$ cat config.mk
export PLATFORM = sky130hd
export DESIGN_NAME = i2c_tgt_addr_match
export DESIGN_NICKNAME = d
export VERILOG_FILES = /design/src/rtl/i2c_am_pkg.sv /design/src/rtl/i2c_line_sync.sv /design/src/rtl/i2c_cond_detect.sv /design/src/rtl/i2c_addr_fsm.sv /design/src/rtl/i2c_tgt_addr_match.sv
export SDC_FILE = /design/constraint.sdc
export NUM_CORES = 1
export LEC_CHECK = 0
export BUFFER_PORTS_ARGS = -buffer_cell sky130_fd_sc_hd__buf_2
export CORE_AREA = 5 5 43 72
export CTS_CLUSTER_SIZE = 40
export DETAILED_ROUTE_END_ITERATION = 10
export DIE_AREA = 0 0 48 77
export GPL_TIMING_DRIVEN = 0
export PLACE_DENSITY = 0.7
export SYNTH_ARGS = -nofsm -noshare
export SYNTH_HDL_FRONTEND = slang
export SYNTH_SLANG_ARGS = --single-unit
$ cat constraint.sdc
create_clock -name clk -period 1.5 [get_ports clk]
set_input_delay 0.225 -clock clk [delete_from_list [all_inputs] [get_ports clk]]
set_output_delay 0.225 -clock clk [all_outputs]
set_load 0.01 [all_outputs]
$ cat src/rtl/i2c_am_pkg.sv
package i2c_am_pkg;
    localparam int ADDR_BITS  = 7;
    localparam int FRAME_BITS = ADDR_BITS + 1;
    localparam int CNT_W      = $clog2(FRAME_BITS + 1);

    typedef enum logic [1:0] {
        ST_IDLE,   // ignoring the bus until a START
        ST_ADDR,   // shifting the address and direction bits
        ST_ACK,    // pulling SDA low during the ninth clock
        ST_HOLD    // matched; waiting for a START or a STOP
    } am_state_e;

    typedef struct packed {
        logic level;
        logic rise;
        logic fall;
    } line_ev_t;

    function automatic logic addr_hit(input logic [ADDR_BITS-1:0] rx,
                                      input logic [ADDR_BITS-1:0] own);
        return rx == own;
    endfunction
endpackage

$ cat src/rtl/i2c_line_sync.sv
module i2c_line_sync
    import i2c_am_pkg::*;
#(
    parameter int STAGES = 2
) (
    input  logic     clk,
    input  logic     rst,
    input  logic     line_i,
    output line_ev_t ev_o
);
    // pipe[STAGES-1] is the synchronized level, pipe[STAGES] its previous value
    logic [STAGES:0] pipe;

    always_ff @(posedge clk) begin
        if (rst) pipe <= '1;
        else     pipe <= {pipe[STAGES-1:0], line_i};
    end

    always_comb begin
        ev_o.level = pipe[STAGES-1];
        ev_o.rise  = pipe[STAGES-1] & ~pipe[STAGES];
        ev_o.fall  = ~pipe[STAGES-1] & pipe[STAGES];
    end
endmodule

$ cat src/rtl/i2c_cond_detect.sv
module i2c_cond_detect
    import i2c_am_pkg::*;
(
    input  line_ev_t scl_ev,
    input  line_ev_t sda_ev,
    output logic     start_o,
    output logic     stop_o
);
    // SCL must be high now and in the previous sample
    logic scl_steady_hi;
    assign scl_steady_hi = scl_ev.level & ~scl_ev.rise;
    assign start_o = sda_ev.fall & scl_steady_hi;
    assign stop_o  = sda_ev.rise & scl_steady_hi;
endmodule

$ cat src/rtl/i2c_addr_fsm.sv
module i2c_addr_fsm
    import i2c_am_pkg::*;
(
    input  logic                 clk,
    input  logic                 rst,
    input  line_ev_t             scl_ev,
    input  line_ev_t             sda_ev,
    input  logic                 start_i,
    input  logic                 stop_i,
    input  logic [ADDR_BITS-1:0] strap_addr,
    output logic                 sda_pull_o,
    output logic                 addressed_o,
    output logic                 rd_dir_o
);
    am_state_e             state;
    logic [CNT_W-1:0]      bit_cnt;
    logic [FRAME_BITS-1:0] frame;
    logic                  frame_full;

    assign frame_full = (bit_cnt == CNT_W'(FRAME_BITS));

    always_ff @(posedge clk) begin
        if (rst) begin
            state       <= ST_IDLE;
            bit_cnt     <= '0;
            frame       <= '0;
            sda_pull_o  <= 1'b0;
            addressed_o <= 1'b0;
            rd_dir_o    <= 1'b0;
        end else begin
            addressed_o <= 1'b0;
            if (start_i) begin
                state      <= ST_ADDR;
                bit_cnt    <= '0;
                sda_pull_o <= 1'b0;
            end else if (stop_i) begin
                state      <= ST_IDLE;
                bit_cnt    <= '0;
                sda_pull_o <= 1'b0;
            end else begin
                case (state)
                    ST_ADDR: begin
                        if (scl_ev.rise && !frame_full) begin
                            frame   <= {frame[FRAME_BITS-2:0], sda_ev.level};
                            bit_cnt <= bit_cnt + 1'b1;
                        end else if (scl_ev.fall && frame_full) begin
                            if (addr_hit(frame[FRAME_BITS-1:1], strap_addr)) begin
                                state       <= ST_ACK;
                                sda_pull_o  <= 1'b1;
                                addressed_o <= 1'b1;
                                rd_dir_o    <= frame[0];
                            end else begin
                                state <= ST_IDLE;
                            end
                        end
                    end
                    ST_ACK: begin
                        if (scl_ev.fall) begin
                            sda_pull_o <= 1'b0;
                            state      <= ST_HOLD;
                        end
                    end
                    default: ;
                endcase
            end
        end
    end

    // the match pulse lasts one cycle
    assert_pulse_single_R5: assert property (@(posedge clk) disable iff (rst)
        addressed_o |=> !addressed_o);

    // the acknowledge drive only begins together with a match
    assert_pull_needs_match_R3: assert property (@(posedge clk) disable iff (rst)
        $rose(sda_pull_o) |-> addressed_o);

    // a rejected address leaves SDA released
    assert_no_pull_on_miss_R4: assert property (@(posedge clk) disable iff (rst)
        (state == ST_ADDR && frame_full && scl_ev.fall && !start_i && !stop_i &&
         !addr_hit(frame[FRAME_BITS-1:1], strap_addr)) |=> !sda_pull_o);

    // the direction only changes on a match
    assert_dir_on_match_R6: assert property (@(posedge clk) disable iff (rst)
        !$stable(rd_dir_o) |-> addressed_o);

    // a START restarts the bit count
    assert_start_clears_R8: assert property (@(posedge clk) disable iff (rst)
        start_i |=> (bit_cnt == '0 && state == ST_ADDR));

    // no drive while address bits are shifting
    assert_quiet_in_addr_R9: assert property (@(posedge clk) disable iff (rst)
        (state == ST_ADDR) |-> !sda_pull_o);
endmodule

$ cat src/rtl/i2c_tgt_addr_match.sv
module i2c_tgt_addr_match
    import i2c_am_pkg::*;
#(
    parameter int SYNC_STAGES = 2
) (
    input  logic                 clk,
    input  logic                 rst,
    input  logic                 scl_i,
    input  logic                 sda_i,
    input  logic [ADDR_BITS-1:0] strap_addr,
    output logic                 sda_pull_o,
    output logic                 addressed_o,
    output logic                 rd_dir_o
);
    line_ev_t scl_ev, sda_ev;
    logic     start_w, stop_w;

    i2c_line_sync #(.STAGES(SYNC_STAGES)) u_scl_sync (
        .clk(clk), .rst(rst), .line_i(scl_i), .ev_o(scl_ev));

    i2c_line_sync #(.STAGES(SYNC_STAGES)) u_sda_sync (
        .clk(clk), .rst(rst), .line_i(sda_i), .ev_o(sda_ev));

    i2c_cond_detect u_cond (
        .scl_ev(scl_ev), .sda_ev(sda_ev), .start_o(start_w), .stop_o(stop_w));

    i2c_addr_fsm u_fsm (
        .clk(clk), .rst(rst), .scl_ev(scl_ev), .sda_ev(sda_ev),
        .start_i(start_w), .stop_i(stop_w), .strap_addr(strap_addr),
        .sda_pull_o(sda_pull_o), .addressed_o(addressed_o), .rd_dir_o(rd_dir_o));
endmodule

# ---- Yosys cells after proc, flatten, opt, wreduce, memory -nomap -nowiden
# Index checks and enable logic that the tools add are counted.
dict set report totals {
  register_bits 23
  out_inout_bits 3
  word_cells 64
}
dict set report classes {
  n_mux 13
  bitwise_logic 17
  reduce_logical 13
  n_eq_ne 11
  addsub 1
}
# operator n
set op_table {}
lappend op_table {{AND reduction 4 bit} 3}
lappend op_table {{NOT 1 bit} 10}
lappend op_table {{two-way mux 2 bit} 4}
lappend op_table {{inequality test 4 x 3 -> 1 bit (second input constant)} 2}
lappend op_table {{bitwise AND 1 bit} 7}
lappend op_table {{equality test 7 bit} 1}
lappend op_table {{two-way mux 1 bit} 7}
lappend op_table {{inequality test 2 x 1 -> 1 bit (second input constant)} 3}
lappend op_table {{AND reduction 6 bit} 1}
lappend op_table {{OR reduction 6 bit} 1}
lappend op_table {{AND reduction 5 bit} 1}
lappend op_table {{adder 4 x 1 -> 4 bit (second input constant)} 1}
lappend op_table {{equality test 4 bit (second input constant)} 1}
lappend op_table {{inequality test 4 bit (second input constant)} 1}
lappend op_table {{one-hot mux 2 bit (2 select lines)} 1}
lappend op_table {{nonzero test 4 bit} 1}
lappend op_table {{OR reduction 3 bit} 1}
lappend op_table {{equality test 2 x 1 -> 1 bit (second input constant)} 1}
lappend op_table {{equality test 2 bit (second input constant)} 1}
lappend op_table {{logical AND 1 bit} 2}
lappend op_table {{inequality test 2 bit (second input constant)} 1}
lappend op_table {{one-hot mux 1 bit (2 select lines)} 1}
lappend op_table {{AND reduction 2 bit} 1}
lappend op_table {{nonzero test 2 bit} 1}
lappend op_table {{zero test 1 bit} 1}

# ---- Logic depth before layout (Yosys ltp)
dict set report depth {
  depth_word 8
  depth_mapped 8
}

# ---- Hierarchy
# From an unflattened synthesis, not the netlist that was laid out.
dict set report hier_totals {
  hier_cells 114
  area_unflattened_um2 1097.3
}
# module n_inst cells_each area_each_um2 seq_area_each_um2
set by_module_without_submodules {}
lappend by_module_without_submodules {i2c_addr_fsm 1 94 879.6 340.3}
lappend by_module_without_submodules {i2c_line_sync 2 9 100.1 60.1}
lappend by_module_without_submodules {i2c_cond_detect 1 2 17.5 0.0}

# ---- Worst setup path after synthesis
# Ideal clock, no wire load.
dict set report synth_timing {
  kind {register to register}
  from {reg u_fsm.bit_cnt[0]}
  to {reg u_fsm.frame[0]}
  setup_slack_ns -0.126
  setup_time_ns 0.127
  path_stages_with_launch 9
  period_less_slack_ns 1.626
  arrival_ns 1.499
  required_time_ns 1.373
  path_buffers 2
  cell_sequence {dfxtp_1 > inv_1 > ha_1 > and3b_1 > buf_6 > nor3_1 > buf_4 > mux2i_1 > nor2_1}
}
dict set report synth_via {
  elab_chain_len 4
}
# element line
set synth_rtl {}
lappend synth_rtl {{start, declared} i2c_addr_fsm.sv:16} ;# logic [CNT_W-1:0] bit_cnt;
lappend synth_rtl {{start signal, assigned} i2c_addr_fsm.sv:45} ;# bit_cnt <= bit_cnt + 1'b1;
lappend synth_rtl {{equality test 4 bit} i2c_addr_fsm.sv:20} ;# assign frame_full = (bit_cnt == CNT_W'(FRAME_BITS));
lappend synth_rtl {{zero test 1 bit} i2c_addr_fsm.sv:43} ;# if (scl_ev.rise && !frame_full) begin
lappend synth_rtl {{logical AND 1 bit} i2c_addr_fsm.sv:43}
lappend synth_rtl {{AND reduction 4 bit (no source line)} -}
lappend synth_rtl {{end signal, assigned} i2c_addr_fsm.sv:44} ;# frame <= {frame[FRAME_BITS-2:0], sda_ev.level};
lappend synth_rtl {{end, declared} i2c_addr_fsm.sv:17} ;# logic [FRAME_BITS-1:0] frame;
# No other way between the ends.
# A chain may end at the register's enable or synchronous reset.

# ---- Final worst setup path
dict set report layout_timing {
  from {reg u_fsm.bit_cnt[0]}
  to {reg u_fsm.frame[2]}
}
# The elaborated chain is that of the path after synthesis.

==> metrics.md <==
| Metric | Value |
|---|---|
| Synthesized area per cell | 9.513 um^2 |
| Leakage power | 0.5406 nW |
| Finished Layout Cells | 171 |
| Top post-synthesis cells by count | 23 x dfxtp_1, 14 x nor2_1, 10 x xnor2_1 |
| Sequential area share after synthesis | 40.00% |
| Row cnt | 24 |
| Critical path class | flop to flop |
| FF-to-FF setup slack | -0.02 ns |
| # port buffers | 12 |
| Die extent in y | between 70 and 80 um |
| Core Area | roughly 0.0025 mm^2 |
| Worst setup SP type | flop |
| Clock Root Buffer | clkbuf_8 |
| Failing checks | setup timing |
| First-pass GRT wire length | about 3700 um |
| Routed WL | around 2300 um |
| Die ar. | about 0.0037 mm^2 |
| Slew headroom | 72.98% |
| H-tree depth | 1 |
| Share of the synthesized area in the top cell type | ~40% |
| Ys flop type | dfxtp_1 |
| Nets | around 160 |
| CTS Sinks | 23 |
| Worst min path class | primary input to flop |
| Min cycle time layout | 1.523 ns |
| Hold Startpoint | scl_i |
| Fmax | about 0.66 GHz |
| Ys async rst share | 0% |
| Critical Path Fanout Max | 7 |
| Total gr overflow | 0 |
| Crit Reg-Reg Startpoint | u_fsm.bit_cnt[0] |
| Clock buffer depth | 2 |
| Initial Util | roughly 47% |
| Yosys cell types | 39 |
| Max-cap violations | 0 |
| Top post-synthesis cells by area | dfxtp_1 40%, mux2i_1 7.8%, xnor2_1 7.6% |
| Cell Pwr Density | 753.8 mW/mm^2 |
| Tightest Pin Transition | about 0.4 ns |
| Final Hold Vio Count | 0 |
| Worst-path clk slew | 0.08 ns |
| Final period util | 101.6% |
| Largest net degree at the start of global routing | 14 |
| Hold path cells | 2 |
| Initial DRT Pass Iterations | 4 |
| Total CTS buffers | 3 |
| Post-DP HPWL | 1615 um |
| CTS tree | done |
| Die Width | 48 um |
| Design Power | between 1 and 1.5 mW |
| Max VDD drop | between 0.6 and 0.7 mV |
| Number of synthesized register bits | 23 |
| Area leader, netlist | dfxtp_1 |
| Endpoints failing setup | 10 |
| Antenna Diode Count | 0 |
| Antenna violations before repair | 0 |
| RePlAce Congestion | between 0.7 and 0.8 |
| RR Endpoint | u_fsm.frame[2] |
| Max Slew Vio Count | 0 |
| Io pins | 14 |
| Initial DRC count | 13 |
| Skew final | roughly 0.0022 ns |
| Antenna viol nets, final | 0 |
| Vias in the first global route | 846 |
| Critical Path RT | 1.64 ns |
| Fillers | 221 |
| YS warnings | 0 |
| Synth Cell Area | 0.001151 mm^2 |
| EDFF count, synth | 0 |
| Clk Latency, worst-skew pair | 0.26 ns |
| Critical Path Sink Type | flop |
| DR vias | 923 |
| Status | finished, violations left |
| Worst Slack Setup Final | -0.02338 ns |
| GRT Util Overall | 13.35% |
| Ratio of cells with drive above 1 in the final layout | 33.79% |
| Placed Cells | 159 |
| Hold Path Sink | u_scl_sync.pipe[0] |
| Count leader, synth | dfxtp_1 |
| RSZ-0062 raised after global routing | yes |
| Mapped Cells | roughly 120 |
| Worst R2R Path Depth | 8 |
| Drt wl/cell | around 13 um |
| # DRC | 0 |
| Worst path arrival time | between 1.5 and 2 ns |
| Area growth syn-to-layout | 25.98% |
| Syn Nets | between 100 and 150 |
| Via density | roughly 5.4 |
## per-layer routing
| layer | vias to the layer above | track usage, % | part of all wire [%] |
|---|---|---|---|
| met3 | 4 | 2.810 | 2.8 |
| met2 | 16 | 21.49 | 54 |
| met4 | 0 | 4.852 | 1.4 |
| met1 | 436 | 16.62 | 42 |
| li1 | 467 | - | - |
| met5 | - | 0 | 0 |
## metrics by stage
step | setup TNS [ns] | hold slack [ns] | util, % | instance area (um^2) | setup WS (ns)
4_1_cts | -0.5464 | 0.1376 | 57.16 | 1408 | -0.07793
2_1_floorplan | 0 | 0.3221 | - | 1180 | 0.02129
5_1_grt | -1.240 | 0.1573 | 58.89 | 1450 | -0.1228
3_5_place_dp | -1.811 | 0.3931 | 51.68 | 1272 | -0.1506
6_report | -0.1060 | 0.1368 | 58.89 | 1450 | -0.02338
3_3_place_gp | -1.034 | 0.3916 | 51.68 | 1272 | -0.1049
## layout by cell type (no fill, tap or decap), drive strengths merged
| master | instances |
|---|---|
| nor3 | 3 |
| or2 | 6 |
| nor3b | 1 |
| a31o | 1 |
| a21oi | 4 |
| nor4b | 2 |
| or4 | 2 |
| dfxtp | 23 |
| clkinv | 1 |
| nor2 | 14 |
| clkbuf | 7 |
| o211a | 1 |
| xnor2 | 10 |
| a21o | 1 |
| o21ai | 3 |
| a31oi | 1 |
| nand4 | 1 |
| nor4 | 2 |
| a21boi | 1 |
| mux2i | 9 |
| inv | 8 |
| a211oi | 1 |
| ha | 4 |
| nand4b | 1 |
| o31ai | 1 |
| nand2b | 1 |
| buf | 22 |
| xor2 | 1 |
| o211ai | 2 |
| nand3 | 6 |
| nand2 | 2 |
| and3b | 1 |
| nor2b | 1 |
| mux2 | 1 |
## layout make-up
| type | instances | area [um^2] | area share, % |
|---|---|---|---|
| plain buffers | 6 | 55.05 | 3.796 |
| multi-input cells | 84 | 694.4 | 47.89 |
| inverters | 8 | 30.03 | 2.071 |
| clock inverters | 1 | 5.005 | 0.3451 |
| repair buffers | 20 | 123.9 | 8.542 |
| clock buffers | 3 | 41.29 | 2.847 |
| flip-flops and latches | 23 | 467.9 | 32.27 |
| well taps | 26 | 32.53 | 2.243 |
## critical path: stages (launching register included)
cell     delay, ns
dfxtp_2       0.34
inv_2         0.04
ha_4          0.15
and3b_1       0.16
buf_6         0.14
nor3_4        0.16
buf_6         0.16
mux2i_1       0.19
nor2_1        0.06
## power by group
group          internal (mW)  switching [mW]
logic                 0.0417          0.0464
registers              0.617         0.00474
clock network          0.185           0.198
## flip-flops by register name, indices dropped and copies added (netlist names)
register	count
u_fsm.frame	8
u_fsm.bit_cnt	4
u_scl_sync.pipe	3
u_sda_sync.pipe	3
u_fsm.state	2
u_fsm.addressed_o	1
u_fsm.rd_dir_o	1
u_fsm.sda_pull_o	1
## cell families (layout without fill, tap and decap cells)
| kind of cell | Yosys count | after routing | share of synthesized area (%) |
|---|---|---|---|
| xor gates and xnor gates | 11 | 11 | 8.369 |
| adders and majority gates | 4 | 4 | 4.348 |
| muxes | 10 | 10 | 8.805 |
| and+or+nand+nor | 43 | 43 | 21.63 |
| DFF | 23 | 23 | 40.00 |
| AOI/OAI and AO/OA | 16 | 16 | 10.00 |
| buffers and inverters | 14 | 38 | 6.847 |
## timing repair
item / CTS / global route
hold buffers: 0 / 0
pin swaps: 7 / 6
endpoints found under the setup margin: 15 / 15
setup buffers: 5 / 2
cloned: 1 / 0
resized for setup: 13 / 7
## worst max-delay path by stage
| stage | startpoint | to | slack [ns] | cells past startpoint |
|---|---|---|---|---|
| floorplan | u_fsm.bit_cnt[0] | u_fsm.frame[0] | 0.02 | 8 |
| global placement | u_fsm.bit_cnt[1] | u_fsm.frame[6] | -0.10 | 8 |
| detailed placement | u_fsm.bit_cnt[1] | u_fsm.frame[5] | -0.15 | 8 |
| CTS | u_fsm.bit_cnt[1] | u_fsm.frame[2] | -0.08 | 8 |
| global route | u_fsm.bit_cnt[1] | u_fsm.frame[7] | -0.12 | 8 |
| finish | u_fsm.bit_cnt[0] | u_fsm.frame[2] | -0.02 | 8 |
(Power assumes the default switching activity.)
